===== config.mk =====
export PLATFORM = sky130hd
export DESIGN_NAME = lane_pair_deskew
export DESIGN_NICKNAME = d
export VERILOG_FILES = /design/src/rtl/dskw_pkg.sv /design/src/rtl/dskw_lane_hist.sv /design/src/rtl/dskw_mark_find.sv /design/src/rtl/dskw_skew_ctrl.sv /design/src/rtl/lane_pair_deskew.sv
export SDC_FILE = /design/constraint.sdc
export NUM_CORES = 1
export LEC_CHECK = 0
export CORE_UTILIZATION = 55
export DETAILED_ROUTE_END_ITERATION = 10
export DONT_BUFFER_PORTS = 1
export PLACE_DENSITY = 0.7
export SLEW_MARGIN = 20
export SYNTH_ARGS = -nofsm -noshare
export SYNTH_HDL_FRONTEND = slang
export SYNTH_SLANG_ARGS = --single-unit
export TNS_END_PERCENT = 30

===== constraint.sdc =====
create_clock -name clk -period 7.4 [get_ports clk]
set_input_delay 0 -clock clk [delete_from_list [all_inputs] [get_ports clk]]
set_output_delay 0 -clock clk [all_outputs]
set_load 0.05 [all_outputs]

===== src/rtl/dskw_pkg.sv =====
package dskw_pkg;
  typedef enum logic [1:0] {
    ST_SEEK  = 2'd0,
    ST_WAIT  = 2'd1,
    ST_LOCK  = 2'd2,
    ST_FAULT = 2'd3
  } dskw_st_e;
endpackage


===== src/rtl/dskw_lane_hist.sv =====
// Per-lane word history with a half-word granular delay tap.
module dskw_lane_hist #(
  parameter int LANE_W = 80,
  parameter int DEPTH  = 3,
  parameter int DW     = 4
) (
  input  logic              clk,
  input  logic              rst_n,
  input  logic [LANE_W-1:0] lane_i,
  input  logic [DW-1:0]     dly_i,
  output logic [LANE_W-1:0] newest_o,
  output logic [LANE_W-1:0] word_o
);
  localparam int HALF_W = LANE_W / 2;
  localparam int NHALF  = 2 * DEPTH;

  logic [LANE_W-1:0] hist_q [DEPTH];
  logic [HALF_W-1:0] half_s [NHALF];

  always_ff @(posedge clk) begin
    if (!rst_n) begin
      for (int i = 0; i < DEPTH; i++) hist_q[i] <= '0;
    end else begin
      hist_q[0] <= lane_i;
      for (int i = 1; i < DEPTH; i++) hist_q[i] <= hist_q[i-1];
    end
  end

  // newest-first half stream: upper half of a word is later than its lower half
  for (genvar g = 0; g < DEPTH; g++) begin : g_halves
    assign half_s[2*g]   = hist_q[g][LANE_W-1:HALF_W];
    assign half_s[2*g+1] = hist_q[g][HALF_W-1:0];
  end

  always_comb begin
    word_o = '0;
    for (int k = 0; k < NHALF - 1; k++) begin
      if (dly_i == DW'(k)) word_o = {half_s[k], half_s[k+1]};
    end
  end

  assign newest_o = hist_q[0];
endmodule


===== src/rtl/dskw_mark_find.sv =====
// Locates the alignment marker of one lane word and reports its half-slot.
module dskw_mark_find #(
  parameter int LANE_W   = 80,
  parameter int MARK_BIT = 33
) (
  input  logic [LANE_W-1:0] word_i,
  input  logic              dbl_i,
  output logic              found_o,
  output logic              half_o
);
  localparam int HALF_W = LANE_W / 2;

  logic lo_hit, hi_hit;

  assign lo_hit  = word_i[MARK_BIT];
  assign hi_hit  = dbl_i & word_i[HALF_W + MARK_BIT];
  assign found_o = lo_hit | hi_hit;
  assign half_o  = hi_hit & ~lo_hit;
endmodule


===== src/rtl/dskw_skew_ctrl.sv =====
// Marker search, skew measurement and lock/fault control.
module dskw_skew_ctrl
  import dskw_pkg::*;
#(
  parameter int MAX_SGL = 2,
  parameter int MAX_DBL = 1,
  parameter int DW      = 4
) (
  input  logic                clk,
  input  logic                rst_n,
  input  logic                rdy_i,
  input  logic                dbl_i,
  input  logic [1:0]          found_i,
  input  logic [1:0]          half_i,
  output logic                lock_nxt_o,
  output logic                err_o,
  output logic [1:0][DW-1:0]  dly_nxt_o
);
  dskw_st_e          st_q, st_d;
  logic              lead_q, lead_d;
  logic              lead_half_q, lead_half_d;
  logic [DW-1:0]     wait_q, wait_d;
  logic [1:0][DW-1:0] dly_q, dly_d;

  logic              lag;
  logic [DW-1:0]     lim, kk, two_kk, gap, floor_nxt;

  assign lim       = dbl_i ? DW'(2 * MAX_DBL) : DW'(2 * MAX_SGL);
  assign lag       = ~lead_q;
  assign kk        = wait_q + DW'(1);
  assign two_kk    = {kk[DW-2:0], 1'b0};
  assign gap       = two_kk + DW'(half_i[lag]) - DW'(lead_half_q);
  assign floor_nxt = two_kk + DW'(2) - DW'(lead_half_q);

  always_comb begin
    st_d        = st_q;
    lead_d      = lead_q;
    lead_half_d = lead_half_q;
    wait_d      = wait_q;
    dly_d       = dly_q;
    if (st_q != ST_FAULT && !rdy_i) begin
      st_d  = ST_SEEK;
      dly_d = '0;
    end else begin
      case (st_q)
        ST_SEEK: begin
          if (found_i == 2'b11) begin
            st_d  = ST_LOCK;
            dly_d = '0;
            if (half_i[0] != half_i[1]) begin
              if (half_i[1]) dly_d[0] = DW'(1);
              else           dly_d[1] = DW'(1);
            end
          end else if (found_i != 2'b00) begin
            st_d        = ST_WAIT;
            lead_d      = found_i[1];
            lead_half_d = found_i[1] ? half_i[1] : half_i[0];
            wait_d      = '0;
          end
        end
        ST_WAIT: begin
          if (found_i[lag]) begin
            if (gap <= lim) begin
              st_d         = ST_LOCK;
              dly_d        = '0;
              dly_d[lead_q] = gap;
            end else begin
              st_d = ST_FAULT;
            end
          end else if (floor_nxt > lim) begin
            st_d = ST_FAULT;
          end else begin
            wait_d = kk;
          end
        end
        default: ;
      endcase
    end
  end

  always_ff @(posedge clk) begin
    if (!rst_n) begin
      st_q        <= ST_SEEK;
      lead_q      <= 1'b0;
      lead_half_q <= 1'b0;
      wait_q      <= '0;
      dly_q       <= '0;
    end else begin
      st_q        <= st_d;
      lead_q      <= lead_d;
      lead_half_q <= lead_half_d;
      wait_q      <= wait_d;
      dly_q       <= dly_d;
    end
  end

  assign lock_nxt_o = (st_d == ST_LOCK);
  assign err_o      = (st_q == ST_FAULT);
  assign dly_nxt_o  = dly_d;

  p_err_sticky_r6: assert property (@(posedge clk) disable iff (!rst_n)
    (st_q == ST_FAULT) |=> (st_q == ST_FAULT));

  p_one_side_r4: assert property (@(posedge clk) disable iff (!rst_n)
    (st_q == ST_LOCK) |-> (dly_q[0] == '0 || dly_q[1] == '0));

  p_bound_r5: assert property (@(posedge clk) disable iff (!rst_n)
    (st_q == ST_LOCK) |-> (dly_q[0] <= lim && dly_q[1] <= lim));

  p_hold_lock_r8: assert property (@(posedge clk) disable iff (!rst_n)
    (st_q == ST_LOCK && rdy_i) |=> (st_q == ST_LOCK && $stable(dly_q)));
endmodule


===== src/rtl/lane_pair_deskew.sv =====
module lane_pair_deskew #(
  parameter int LANE_W       = 80,
  parameter int MARK_BIT     = 33,
  parameter int MAX_SKEW_SGL = 2,
  parameter int MAX_SKEW_DBL = 1
) (
  input  logic                clk,
  input  logic                rst_n,
  input  logic                rx_ready_i,
  input  logic                dbl_width_i,
  input  logic [2*LANE_W-1:0] rx_data_i,
  output logic [2*LANE_W-1:0] data_o,
  output logic                aligned_o,
  output logic                skew_err_o
);
  localparam int DEPTH = MAX_SKEW_SGL + 1;
  localparam int DW    = $clog2(2 * MAX_SKEW_SGL + 4) + 1;

  logic                 rdy_q;
  logic                 aligned_q;
  logic [2*LANE_W-1:0]  data_q;
  logic [1:0]           found, half;
  logic [1:0][DW-1:0]   dly_nxt;
  logic                 lock_nxt;
  logic [LANE_W-1:0]    newest [2];
  logic [LANE_W-1:0]    picked [2];

  for (genvar ln = 0; ln < 2; ln++) begin : g_lane
    dskw_lane_hist #(.LANE_W(LANE_W), .DEPTH(DEPTH), .DW(DW)) u_hist (
      .clk      (clk),
      .rst_n    (rst_n),
      .lane_i   (rx_data_i[ln*LANE_W +: LANE_W]),
      .dly_i    (dly_nxt[ln]),
      .newest_o (newest[ln]),
      .word_o   (picked[ln])
    );
    dskw_mark_find #(.LANE_W(LANE_W), .MARK_BIT(MARK_BIT)) u_mark (
      .word_i  (newest[ln]),
      .dbl_i   (dbl_width_i),
      .found_o (found[ln]),
      .half_o  (half[ln])
    );
  end

  dskw_skew_ctrl #(.MAX_SGL(MAX_SKEW_SGL), .MAX_DBL(MAX_SKEW_DBL), .DW(DW)) u_ctrl (
    .clk        (clk),
    .rst_n      (rst_n),
    .rdy_i      (rdy_q),
    .dbl_i      (dbl_width_i),
    .found_i    (found),
    .half_i     (half),
    .lock_nxt_o (lock_nxt),
    .err_o      (skew_err_o),
    .dly_nxt_o  (dly_nxt)
  );

  always_ff @(posedge clk) begin
    if (!rst_n) begin
      rdy_q     <= 1'b0;
      aligned_q <= 1'b0;
      data_q    <= '0;
    end else begin
      rdy_q     <= rx_ready_i;
      aligned_q <= lock_nxt;
      data_q    <= lock_nxt ? {picked[1], picked[0]} : '0;
    end
  end

  assign aligned_o = aligned_q;
  assign data_o    = data_q;

  p_quiet_r10: assert property (@(posedge clk) disable iff (!rst_n)
    !aligned_q |-> (data_q == '0));

  p_rdy_gate_r9: assert property (@(posedge clk) disable iff (!rst_n)
    !rdy_q |=> !aligned_q);

  p_err_no_align_r6: assert property (@(posedge clk) disable iff (!rst_n)
    skew_err_o |-> !aligned_q);
endmodule


==> impl_metrics.json <==
{
  "worstPathMaxFanout": 48,
  "r2r_end": "data_o[39]",
  "ys.flop_type": "dfxtp_1",
  "met3WireLength_um": 3689,
  "drt-total-wl_um": 57660,
  "final_max_slew_viol_count": 0,
  "fin_area_um2": 29590,
  "timing.rr.start": "u_ctrl.lead_q",
  "multi_input_area_um2": 10190,
  "worstRegToRegCells": 15,
  "ys_seq_area_share_pct": 54.29,
  "synthesis.area_um2": 24230,
  "antenna_left": 0,
  "synth_top_area_cell": "dfxtp_1",
  "clk_latency_ns": 0.59,
  "grt_pass1_wl_um": 90640,
  "wire_per_inst_um": 18.62,
  "drc": 0,
  "yosysMostFrequentCell": "dfxtp_1",
  "hpwl_um": 29900,
  "critPathCaptureType": "flip-flop",
  "antenna_found_initial": 3,
  "ff_latch_area_um2": 13150,
  "whs_ns": 0.08165,
  "die_w_um": 211.9,
  "dpl_cell_area_um2": 24300,
  "clock.fmax_ghz": 0.1888,
  "place_congestion": 0.8044,
  "dieArea_um2": 44900,
  "ys_async_sr_fraction_pct": 0,
  "finalClockSkew_ns": 0.01398,
  "synth_common_cells": "657 x dfxtp_1, 484 x and2_1, 244 x mux2i_1",
  "fin_setup_tns_ns": 0,
  "hold_viol": 0,
  "cts-root-buf": "clkbuf_16",
  "m1WireLength_um": 25050,
  "avgSynthCellArea_um2": 10.68,
  "drive_above_1_share_pct": 5.343,
  "syn_to_final_growth_pct": 22.11,
  "synth_top_area_share_pct": 54.29,
  "htreeDepth": 3,
  "ir_worst_vdd_v": 0.0002477,
  "hold_path.class": "in2reg",
  "initial_core_util_pct": 56.00,
  "core-area_um2": 43270,
  "nFillCells": 3182,
  "startpoint_type": "flip-flop",
  "hold_depth": 2,
  "numCtsBuffers": 68,
  "routed.top_layer": "met4",
  "hp-start": "rst_n",
  "final_util_pct": 68.38,
  "yosysWarningCount": 0,
  "die_h_um": 211.9,
  "cts.sinks": 657,
  "syn-num-nets": 2443,
  "grt_max_degree": 351,
  "ys_ff_latch": 657,
  "io_buffer_count": 0,
  "ios": 326,
  "p_leak_uw": 0.01293,
  "ctsResizeCount": 0,
  "powerDensity_nw_per_um2": 255.0,
  "slew_headroom_pct": 20.44,
  "status": "finished clean",
  "holdPathEnd": "g_lane[1].u_hist.hist_q[0][37]",
  "drtIter0Drc": 1222,
  "vias": 17290,
  "wl_met2_um": 27120,
  "cp_data_arrival_time_ns": 5.77,
  "dr.pass1.iters": 5,
  "period_needed_ns": 5.297,
  "synthCells": 2269,
  "gr-total-overflow": 0,
  "post-route-period-util_pct": 71.58,
  "worstPathRequired_ns": 7.87,
  "postCtsHoldBufs": 296,
  "num_rows": 76,
  "cts_tree": "built",
  "vias_per_cell": 5.585,
  "r2r_slack_ns": 2.10,
  "critPathKind": "reg2reg",
  "rsz0062_at_grt": "no",
  "clk_pin_slew_ns": 0.06,
  "total_power_uw": 7545,
  "worst_pin_slew_ns": 1.193,
  "clockBufferDepth": 3,
  "synth_edf_count": 0,
  "grt_pass1_vias": 17240,
  "synth_cell_types": 54,
  "maxCapViolCount": 0,
  "grt_usage_pct": 25.20,
  "post-cts-setup-buffers": 0,
  "synthTopCellsByArea": "dfxtp_1 54%, and2_1 12%, mux2i_1 10%",
  "nets": 2634,
  "setup_violations": 0
}
==> cells by family after synthesis <==
group | share of synthesized area (%)
and+or+nand+nor | 16.38
muxes | 10.08
DFF | 54.29
AOI/OAI and AO/OA | 14.64
xor gates and xnor gates | 0.2117
buffers and inverters | 3.889
adders and majority gates | 0.5164
==> layout make-up <==
type | instances | area share [%]
sequential | 657 | 44.46
clock inverter | 16 | 0.6936
timing repair buffer | 313 | 10.79
tap | 585 | 2.474
multi-input combinational | 1407 | 34.45
inverter | 13 | 0.1649
antenna | 3 | 0.02537
clock buffer | 102 | 6.948
==> cells in the final DEF, fill, tap and decap left out, types with 3 or more instances in the layout <==
cell type	netlist	layout
dfxtp_1	657	657
and2_1	484	483
dlygate4sd3_1	0	296
mux2i_1	244	244
nand2_1	163	163
a21oi_1	93	93
o221ai_1	81	81
o211a_1	83	81
o221a_1	79	79
clkbuf_16	0	73
o21ai_0	67	67
nor2_1	21	21
o21ai_1	18	18
clkbuf_1	113	17
inv_1	12	12
clkbuf_8	0	12
clkinv_2	0	11
ha_1	10	10
buf_4	4	10
and3_1	7	7
bufinv_16	0	5
buf_12	0	5
xnor2_1	4	4
diode_2	0	3
nor2b_1	3	3
nand3_1	3	3
a21o_1	3	3
nor3_1	3	3
nand3b_1	3	3
==> state kept, by name, indices dropped and copies added, names as in the netlist <==
register              cells
u_ctrl.wait_q             3
data_o                  160
u_ctrl.lead_half_q        1
u_ctrl.dly_q              8
u_ctrl.st_q               2
g_lane.u_hist.hist_q    480
aligned_o                 1
u_ctrl.lead_q             1
rdy_q                     1
==> worst max path at each step <==
stage                             start    endpoint  cells past startpoint  slack (ns)
final                     u_ctrl.lead_q  data_o[39]                     15        2.10
after global routing      u_ctrl.lead_q  data_o[27]                     15        1.73
after CTS                 u_ctrl.lead_q  data_o[75]                     15        2.13
after detailed placement  u_ctrl.lead_q  data_o[75]                     15        2.17
after global placement    u_ctrl.lead_q  data_o[30]                     15        2.36
after floorplan           u_ctrl.lead_q   data_o[0]                     17        3.32
==> stage by stage <==
stage,instances,setup WS [ns]
finish,3096,2.103
global placement,2677,2.362
detailed placement,2677,2.169
CTS,3091,2.127
global route,3095,1.730
floorplan,2269,3.316
==> power by group <==
part           leakage [uW]  internal (uW)  switching, uW
logic               0.00643            225            150
clock network       0.00112           2090           1350
registers           0.00538           3650           81.1
==> metal layers <==
metal	vias up	track usage [%]
met3	125	6.112
met1	8378	31.98
met4	0	9.895
met2	526	41.23
li1	8262	-
met5	-	0
==> worst max-delay path, stage by stage, from the launching register on <==
cell      delay, ns
dfxtp_1        0.59
and3_1         0.22
o21ai_0        0.09
ha_1           0.21
ha_1           0.19
xnor2_1        0.47
inv_1          0.17
ha_1           0.33
nor2b_1        0.15
o21a_1         0.27
or3_4          0.50
nand3b_1       0.12
o211a_2        0.75
buf_4          0.62
o21ai_0        0.22
o221a_1        0.26
(Power assumes the default switching activity.)
